### src/rtl/spi_rcp_pkg.sv
package spi_rcp_pkg;

    localparam int unsigned RCP_CMD_W  = 8;
    localparam int unsigned RCP_ADDR_W = 5;
    localparam int unsigned RCP_DATA_W = 24;

    typedef enum logic [1:0] {
        ST_IDLE,
        ST_CMD,
        ST_WDATA,
        ST_RDATA
    } port_state_t;

    typedef enum logic [1:0] {
        OP_NONE,
        OP_NOP,
        OP_READ,
        OP_WRITE
    } cmd_op_t;

endpackage

### src/rtl/spi_rcp_sync.sv
module spi_rcp_sync #(
    parameter int unsigned STAGES = 2
) (
    input  logic clk,
    input  logic rst_n,
    input  logic cs_n,
    input  logic sclk,
    input  logic sdi,
    output logic sclk_rise,
    output logic sclk_fall,
    output logic sdi_s,
    output logic cs_act
);
    localparam int unsigned NSIG = 3;
    localparam logic [NSIG-1:0] IDLE_VAL = 3'b100;   // {cs_n, sdi, sclk}

    logic [NSIG-1:0] raw;
    logic [NSIG-1:0] pipe [STAGES];
    logic            sclk_d;

    assign raw = {cs_n, sdi, sclk};

    for (genvar s = 0; s < STAGES; s++) begin : g_stage
        if (s == 0) begin : g_first
            always_ff @(posedge clk or negedge rst_n) begin
                if (!rst_n) pipe[s] <= IDLE_VAL;
                else        pipe[s] <= raw;
            end
        end else begin : g_next
            always_ff @(posedge clk or negedge rst_n) begin
                if (!rst_n) pipe[s] <= IDLE_VAL;
                else        pipe[s] <= pipe[s-1];
            end
        end
    end

    always_ff @(posedge clk or negedge rst_n) begin
        if (!rst_n) sclk_d <= 1'b0;
        else        sclk_d <= pipe[STAGES-1][0];
    end

    assign sclk_rise = pipe[STAGES-1][0] & ~sclk_d;
    assign sclk_fall = ~pipe[STAGES-1][0] & sclk_d;
    assign sdi_s     = pipe[STAGES-1][1];
    assign cs_act    = ~pipe[STAGES-1][2];

endmodule

### src/rtl/spi_rcp_decode.sv
module spi_rcp_decode
    import spi_rcp_pkg::*;
#(
    parameter int unsigned      CMD_W    = RCP_CMD_W,
    parameter int unsigned      ADDR_W   = RCP_ADDR_W,
    parameter logic [CMD_W-1:0] NOP_CODE = 8'hFE
) (
    input  logic [CMD_W-1:0]  cmd_byte,
    output cmd_op_t           op,
    output logic [ADDR_W-1:0] addr
);
    localparam int unsigned WR_BIT = CMD_W - 2;

    always_comb begin
        if (cmd_byte == NOP_CODE) begin
            op = OP_NOP;
        end else if (!cmd_byte[CMD_W-1] && !cmd_byte[0]) begin
            op = cmd_byte[WR_BIT] ? OP_WRITE : OP_READ;
        end else begin
            op = OP_NONE;
        end
    end

    assign addr = cmd_byte[ADDR_W:1];

endmodule

### src/rtl/spi_rcp_cfg.sv
module spi_rcp_cfg #(
    parameter int unsigned       DATA_W    = 24,
    parameter int unsigned       SRST_BIT  = 0,
    parameter logic [DATA_W-1:0] RESET_VAL = '0
) (
    input  logic              clk,
    input  logic              rst_n,
    input  logic              wr_en,
    input  logic [DATA_W-1:0] wr_data,
    output logic [DATA_W-1:0] cfg,
    output logic              soft_rst
);
    always_ff @(posedge clk or negedge rst_n) begin
        if (!rst_n) begin
            cfg      <= RESET_VAL;
            soft_rst <= 1'b0;
        end else begin
            soft_rst <= 1'b0;
            if (wr_en) begin
                if (wr_data[SRST_BIT]) begin
                    cfg      <= RESET_VAL;
                    soft_rst <= 1'b1;
                end else begin
                    cfg <= wr_data;
                end
            end
        end
    end

endmodule

### src/rtl/spi_reg_cmd_port.sv
module spi_reg_cmd_port
    import spi_rcp_pkg::*;
#(
    parameter int unsigned       CMD_W       = RCP_CMD_W,
    parameter int unsigned       ADDR_W      = RCP_ADDR_W,
    parameter int unsigned       DATA_W      = RCP_DATA_W,
    parameter int unsigned       SYNC_STAGES = 2,
    parameter logic [CMD_W-1:0]  NOP_CODE    = 8'hFE,
    parameter int unsigned       SRST_BIT    = 0,
    parameter logic [DATA_W-1:0] CFG_RESET   = '0
) (
    input  logic              clk,
    input  logic              rst_n,
    input  logic              cs_n,
    input  logic              sclk,
    input  logic              sdi,
    output logic              sdo,
    output logic              sdo_oe,
    output logic [ADDR_W-1:0] reg_raddr,
    input  logic [DATA_W-1:0] reg_rdata,
    output logic              reg_we,
    output logic [ADDR_W-1:0] reg_waddr,
    output logic [DATA_W-1:0] reg_wdata,
    output logic [DATA_W-1:0] cfg_o,
    output logic              soft_rst
);
    localparam int unsigned      BIT_W     = $clog2(CMD_W);
    localparam int unsigned      CNT_W     = $clog2(DATA_W);
    localparam logic [BIT_W-1:0] BYTE_LAST = BIT_W'(CMD_W - 1);
    localparam logic [CNT_W-1:0] WORD_LAST = CNT_W'(DATA_W - 1);
    localparam logic [ADDR_W-1:0] CFG_ADDR = '0;

    // synchronised serial inputs
    logic sclk_rise, sclk_fall, sdi_s, cs_act;

    // state
    port_state_t state_q, state_d;

    // receive path
    logic [BIT_W-1:0]  bit_cnt_q;
    logic [CMD_W-2:0]  cmd_sr_q;
    logic [CMD_W-1:0]  rx_byte;
    logic [CNT_W-1:0]  data_cnt_q;
    logic [DATA_W-2:0] word_sr_q;
    logic [DATA_W-1:0] rx_word;

    // decode
    cmd_op_t           dec_op;
    logic [ADDR_W-1:0] dec_addr;
    logic              byte_done, word_done, act_read, act_write, commit;

    // transmit path and register side
    logic [ADDR_W-1:0] addr_q;
    logic              load_q;
    logic [DATA_W-1:0] tx_sr_q;
    logic              sdo_q, oe_q;
    logic              we_q;
    logic [ADDR_W-1:0] waddr_q;
    logic [DATA_W-1:0] wdata_q;
    logic              cfg_wr;
    logic [DATA_W-1:0] cfg_q;

    spi_rcp_sync #(
        .STAGES (SYNC_STAGES)
    ) u_sync (
        .clk       (clk),
        .rst_n     (rst_n),
        .cs_n      (cs_n),
        .sclk      (sclk),
        .sdi       (sdi),
        .sclk_rise (sclk_rise),
        .sclk_fall (sclk_fall),
        .sdi_s     (sdi_s),
        .cs_act    (cs_act)
    );

    assign rx_byte = {cmd_sr_q, sdi_s};
    assign rx_word = {word_sr_q, sdi_s};

    spi_rcp_decode #(
        .CMD_W    (CMD_W),
        .ADDR_W   (ADDR_W),
        .NOP_CODE (NOP_CODE)
    ) u_dec (
        .cmd_byte (rx_byte),
        .op       (dec_op),
        .addr     (dec_addr)
    );

    // a byte completes on the 8th rising edge while commands are being listened for
    assign byte_done = cs_act && sclk_rise && (bit_cnt_q == BYTE_LAST)
                       && ((state_q == ST_CMD) || (state_q == ST_RDATA));
    assign word_done = cs_act && sclk_rise && (data_cnt_q == WORD_LAST)
                       && ((state_q == ST_WDATA) || (state_q == ST_RDATA));
    assign act_read  = byte_done && (dec_op == OP_READ);
    assign act_write = byte_done && (dec_op == OP_WRITE);
    assign commit    = (state_q == ST_WDATA) && word_done;
    assign cfg_wr    = commit && (addr_q == CFG_ADDR);

    // next-state logic
    always_comb begin
        state_d = state_q;
        if (!cs_act) begin
            state_d = ST_IDLE;
        end else begin
            unique case (state_q)
                ST_IDLE:  state_d = ST_CMD;
                ST_CMD: begin
                    if (act_read)       state_d = ST_RDATA;
                    else if (act_write) state_d = ST_WDATA;
                end
                ST_WDATA: begin
                    if (word_done) state_d = ST_CMD;
                end
                ST_RDATA: begin
                    if (act_read)       state_d = ST_RDATA;
                    else if (act_write) state_d = ST_WDATA;
                    else if (word_done) state_d = ST_CMD;
                end
            endcase
        end
    end

    // state register
    always_ff @(posedge clk or negedge rst_n) begin
        if (!rst_n) state_q <= ST_IDLE;
        else        state_q <= state_d;
    end

    // datapath and outputs
    always_ff @(posedge clk or negedge rst_n) begin
        if (!rst_n) begin
            bit_cnt_q  <= '0;
            cmd_sr_q   <= '0;
            data_cnt_q <= '0;
            word_sr_q  <= '0;
            addr_q     <= '0;
            load_q     <= 1'b0;
            tx_sr_q    <= '0;
            sdo_q      <= 1'b0;
            oe_q       <= 1'b0;
            we_q       <= 1'b0;
            waddr_q    <= '0;
            wdata_q    <= '0;
        end else begin
            we_q   <= 1'b0;
            load_q <= 1'b0;
            oe_q   <= cs_act;
            if (!cs_act) begin
                bit_cnt_q  <= '0;
                data_cnt_q <= '0;
                sdo_q      <= 1'b0;
            end else begin
                if (sclk_rise) begin
                    cmd_sr_q  <= rx_byte[CMD_W-2:0];
                    bit_cnt_q <= (bit_cnt_q == BYTE_LAST) ? '0 : bit_cnt_q + 1'b1;
                    if (state_q == ST_WDATA) begin
                        word_sr_q <= rx_word[DATA_W-2:0];
                    end
                    if ((state_q == ST_WDATA) || (state_q == ST_RDATA)) begin
                        data_cnt_q <= word_done ? '0 : data_cnt_q + 1'b1;
                    end
                end
                if (act_read || act_write) begin
                    addr_q     <= dec_addr;
                    data_cnt_q <= '0;
                    load_q     <= act_read;
                end
                if (commit && (addr_q != CFG_ADDR)) begin
                    we_q    <= 1'b1;
                    waddr_q <= addr_q;
                    wdata_q <= rx_word;
                end
                if (sclk_fall) begin
                    if (state_q == ST_RDATA) begin
                        sdo_q   <= tx_sr_q[DATA_W-1];
                        tx_sr_q <= {tx_sr_q[DATA_W-2:0], 1'b0};
                    end else begin
                        sdo_q <= 1'b0;
                    end
                end
                if (load_q) begin
                    tx_sr_q <= (addr_q == CFG_ADDR) ? cfg_q : reg_rdata;
                end
            end
        end
    end

    spi_rcp_cfg #(
        .DATA_W    (DATA_W),
        .SRST_BIT  (SRST_BIT),
        .RESET_VAL (CFG_RESET)
    ) u_cfg (
        .clk      (clk),
        .rst_n    (rst_n),
        .wr_en    (cfg_wr),
        .wr_data  (rx_word),
        .cfg      (cfg_q),
        .soft_rst (soft_rst)
    );

    assign sdo       = sdo_q;
    assign sdo_oe    = oe_q;
    assign reg_raddr = addr_q;
    assign reg_we    = we_q;
    assign reg_waddr = waddr_q;
    assign reg_wdata = wdata_q;
    assign cfg_o     = cfg_q;

endmodule

### config.mk
export PLATFORM = sky130hd
export DESIGN_NAME = spi_reg_cmd_port
export DESIGN_NICKNAME = d
export VERILOG_FILES = /design/src/rtl/spi_rcp_pkg.sv /design/src/rtl/spi_rcp_sync.sv /design/src/rtl/spi_rcp_decode.sv /design/src/rtl/spi_rcp_cfg.sv /design/src/rtl/spi_reg_cmd_port.sv
export SDC_FILE = /design/constraint.sdc
export NUM_CORES = 1
export LEC_CHECK = 0
export CAP_MARGIN = 0
export CORE_ASPECT_RATIO = 0.6
export CORE_MARGIN = 3
export CORE_UTILIZATION = 40
export CTS_CLUSTER_DIAMETER = 40
export DETAILED_ROUTE_END_ITERATION = 7
export PLACE_DENSITY = 0.62
export SETUP_SLACK_MARGIN = 0.5
export SLEW_MARGIN = 30
export SYNTH_ARGS = -nofsm -noshare
export SYNTH_HDL_FRONTEND = slang
export SYNTH_SLANG_ARGS = --single-unit
### constraint.sdc
create_clock -name clk -period 2.1 [get_ports clk]
set_clock_uncertainty 0.15 [all_clocks]
set_input_delay 0.42 -clock clk [delete_from_list [all_inputs] [get_ports clk]]
set_output_delay 0.42 -clock clk [all_outputs]
set_load 0.02 [all_outputs]
==> impl_metrics.tcl <==
set metrics [dict create \
    outcome "finished, violations left" \
    violations "setup timing" \
    syn_area_um2 5660 \
    criticalPathCategory "register to register" \
    crit_family "simple AND/OR/NAND/NOR gates" \
    slew_headroom_pct 51.0 \
    port_buffers 89 \
    globalplace.congestion 0.788 \
    yosys.area.top_type "dfrtp_1" \
    dr.pass1.iters 5 \
    die_h_um 98.1 \
    cts_root_buf "clkbuf_16" \
    crit_arrival_ns 2.28 \
    vias_per_cell 5.38 \
    final_area_um2 8540 \
    row_count 32 \
    drive_gt1_share_pct 45.7 \
    p_per_area_nw_per_um2 727 \
    critPathLaunchType "register" \
    route.detailed.drc 0 \
    path_cells "nor3b_4 -> nand3b_4 -> or4b_4 -> buf_12 -> mux2_1" \
    whs_path_depth 0 \
    syn_nets 517 \
    dpl_cell_area_um2 6930 \
    mostFrequentLayoutCell "dfrtp_1" \
    areaGrowthSynthToFinish_pct 50.9 \
    h-tree-depth 4 \
    tritoncts "yes" \
    fmax_ghz 0.470 \
    clkLatencyLatePin_ns 0.42 \
    via_count 4371 \
    critPathCaptureType "register" \
    synth_cells 485 \
    yosysSeqAreaShare_pct 58.9 \
    clkPwrFrac_pct 53.0 \
    start_util_pct 42.4 \
    syn_avg_cell_area_um2 11.7 \
    final_nets 645 \
    seqPwrFrac_pct 43.1 \
    grt_max_degree 49 \
    cp.depth 5 \
    cts.clk_slew.worst_paths_ns 0.06 \
    setup_viol 1 \
    tightest_slew_ns 0.735 \
    intPower_mw 4.80 \
    die_w_um 160 \
    ys_ff_latch 133 \
    cts_made_buffers 17 \
    drtIter0Drc 342 \
    hold_path.class "register to register" \
    required_ns 2.25 \
    cpMaxStageDelayCell "or4b_4" \
    setup_ws_ns -0.0298 \
    drtAntennaViolNets 0 \
    pwr-share-comb_pct 3.9 \
    rsz0062_at_grt "true" \
    overflow 0 \
    cts_buffer_depth 2 \
    yosys_warnings 0 \
    swShare_pct 22.7 \
    totalWireLength_um 16600 \
    crit_fanout 19 \
    period_share_pct 101 \
    cts.sinks 133 \
    synth_top_flop_cell "dfrtp_1" \
    diodes 0 \
    cap_violations 0 \
    grt_pass1_vias 4130 \
    grt_usage_pct 19.6 \
    dp_slack_ns -0.0385 \
    fillerInstances 988 \
    antenna_found_initial 0 \
    top_level_ports 91 \
    critPathMaxStageDelay_ns 0.57 \
    yosys-top-cells-area "dfrtp_1 (58%), mux2_2 (12%), mux2i_1 (4.1%)" \
    fin_crit_ns 2.13 \
    ys_types 40 \
    switchingPower_mw 1.41 \
    ir_drop_uv 407 \
    dp.final_hpwl_um 9880 \
    synth.top_cell.area_share_pct 57.9 \
    layout_common_cells "dfrtp_1 (127), nand2_1 (57), buf_2 (53)" \
    fp.coreArea_um2 13300 \
    wl_per_cell_um 20.4 \
    crit_buf_inv 1 \
    finalHoldViolCount 0 \
    die-area_um2 15700 \
    synth_edf_count 0 \
    p_leak_nw 4.16 \
    async_flop_share_pct 100 \
    grt_pass1_wl_um 23800 \
    slew_violations 0 \
    ff2ff_path_depth 5 \
]
==> sequential cells by signal, summed over array words and instances (netlist names), 2 cells and up <==
name         count
word_sr_q       23
tx_sr_q         24
reg_raddr        5
u_sync.pipe      5
data_cnt_q       5
state_q          2
u_cfg.cfg       23
reg_wdata       24
reg_waddr        5
cmd_sr_q         7
bit_cnt_q        3
==> cell usage after synthesis (all sizes together), types with 3 or more instances <==
master,number
mux2,60
dfrtp,131
ha,3
clkbuf,24
nor2,30
nand3,3
inv,27
o21ai,10
a21oi,31
o31ai,23
o41ai,23
nand2,60
mux2i,23
buf,11
==> worst reg2reg max path: stages, from the launching register on <==
cell and delay [ns]:
dfrtp_1 0.41, nor3b_4 0.26, nand3b_4 0.12, or4b_4 0.57
buf_12 0.18, mux2_1 0.33
==> final cells by class <==
| class | count | area [um^2] | area share, % |
|---|---|---|---|
| multi-input combinational | 289 | 2820 | 33.1 |
| tap | 187 | 234 | 2.74 |
| inverter | 28 | 106 | 1.25 |
| sequential | 133 | 3340 | 39.1 |
| timing repair buffer | 144 | 1390 | 16.3 |
| clock buffer | 18 | 439 | 5.14 |
| clock inverter | 14 | 211 | 2.48 |
==> power by group through the flow <==
stage / Sequential (mW) / Combinational, mW / Clock, mW
6_report: 2.68 / 0.244 / 3.29
5_1_grt: 2.68 / 0.266 / 3.44
4_1_cts: 2.66 / 0.225 / 3.32
3_5_place_dp: 2.71 / 0.216 / 0
3_3_place_gp: 2.71 / 0.210 / 0
2_1_floorplan: 2.70 / 0.0761 / 0
==> through the flow <==
step | power (mW) | utilization [%] | cells | TNS, ns | hold slack (ns)
final | 6.21 | 64.0 | 813 | -0.0298 | 0.204
after global routing | 6.38 | 64.0 | 813 | -0.518 | 0.213
after global placement | 2.92 | 52.0 | 756 | 0 | 0.188
after CTS | 6.21 | 57.5 | 799 | 0 | 0.207
after detailed placement | 2.93 | 52.0 | 756 | -0.313 | 0.194
after floorplan | 2.78 | - | 485 | -7.19 | -0.0256
==> cell families (layout without fill, tap and decap cells) <==
group	after synthesis	count (layout)	share of synthesized area, %
AOI/OAI and AO/OA	89	89	10.5
muxes	83	83	16.0
DFF	133	133	58.9
and+or+nand+nor	111	111	8.84
buffers and inverters	63	204	4.73
adders and majority gates	3	3	0.663
other	1	1	0.0663
xor gates and xnor gates	2	2	0.310
==> path summary, 6_finish.rpt <==
kind / start / end / slack, ns
worst max-delay path: u_sync.sclk_d / reg_wdata[18] / -0.03
worst min-delay path: u_sync.pipe[3] / u_sync.pipe[0] / 0.20
worst max register to register: u_sync.sclk_d / reg_wdata[18] / -0.03
worst min register to register: u_sync.pipe[3] / u_sync.pipe[0] / 0.20
max in group asynchronous: rst_n / u_sync.pipe[2] / 0.77
min in group asynchronous: rst_n / tx_sr_q[11] / 0.34
==> repair_timing <==
item / in CTS / in global routing
buffers inserted: 8 / 9
gates resized for setup: 286 / 136
hold buffers: 1 / 0
hold endpoints to repair: 30 / 0
cloned: 2 / 5
pin swaps: 4 / 33
endpoints found under the setup margin: 171 / 124
==> per-layer routing <==
layer | vias to the layer above | wire length (um) | global-route usage, %
met3 | 14 | 849 | 4.41
met4 | 0 | 179 | 5.85
met2 | 128 | 7400 | 27.2
met1 | 2263 | 8130 | 30.4
li1 | 1966 | - | -
met5 | - | 0 | 0
Note: power is estimated with default switching activity, not from simulation.
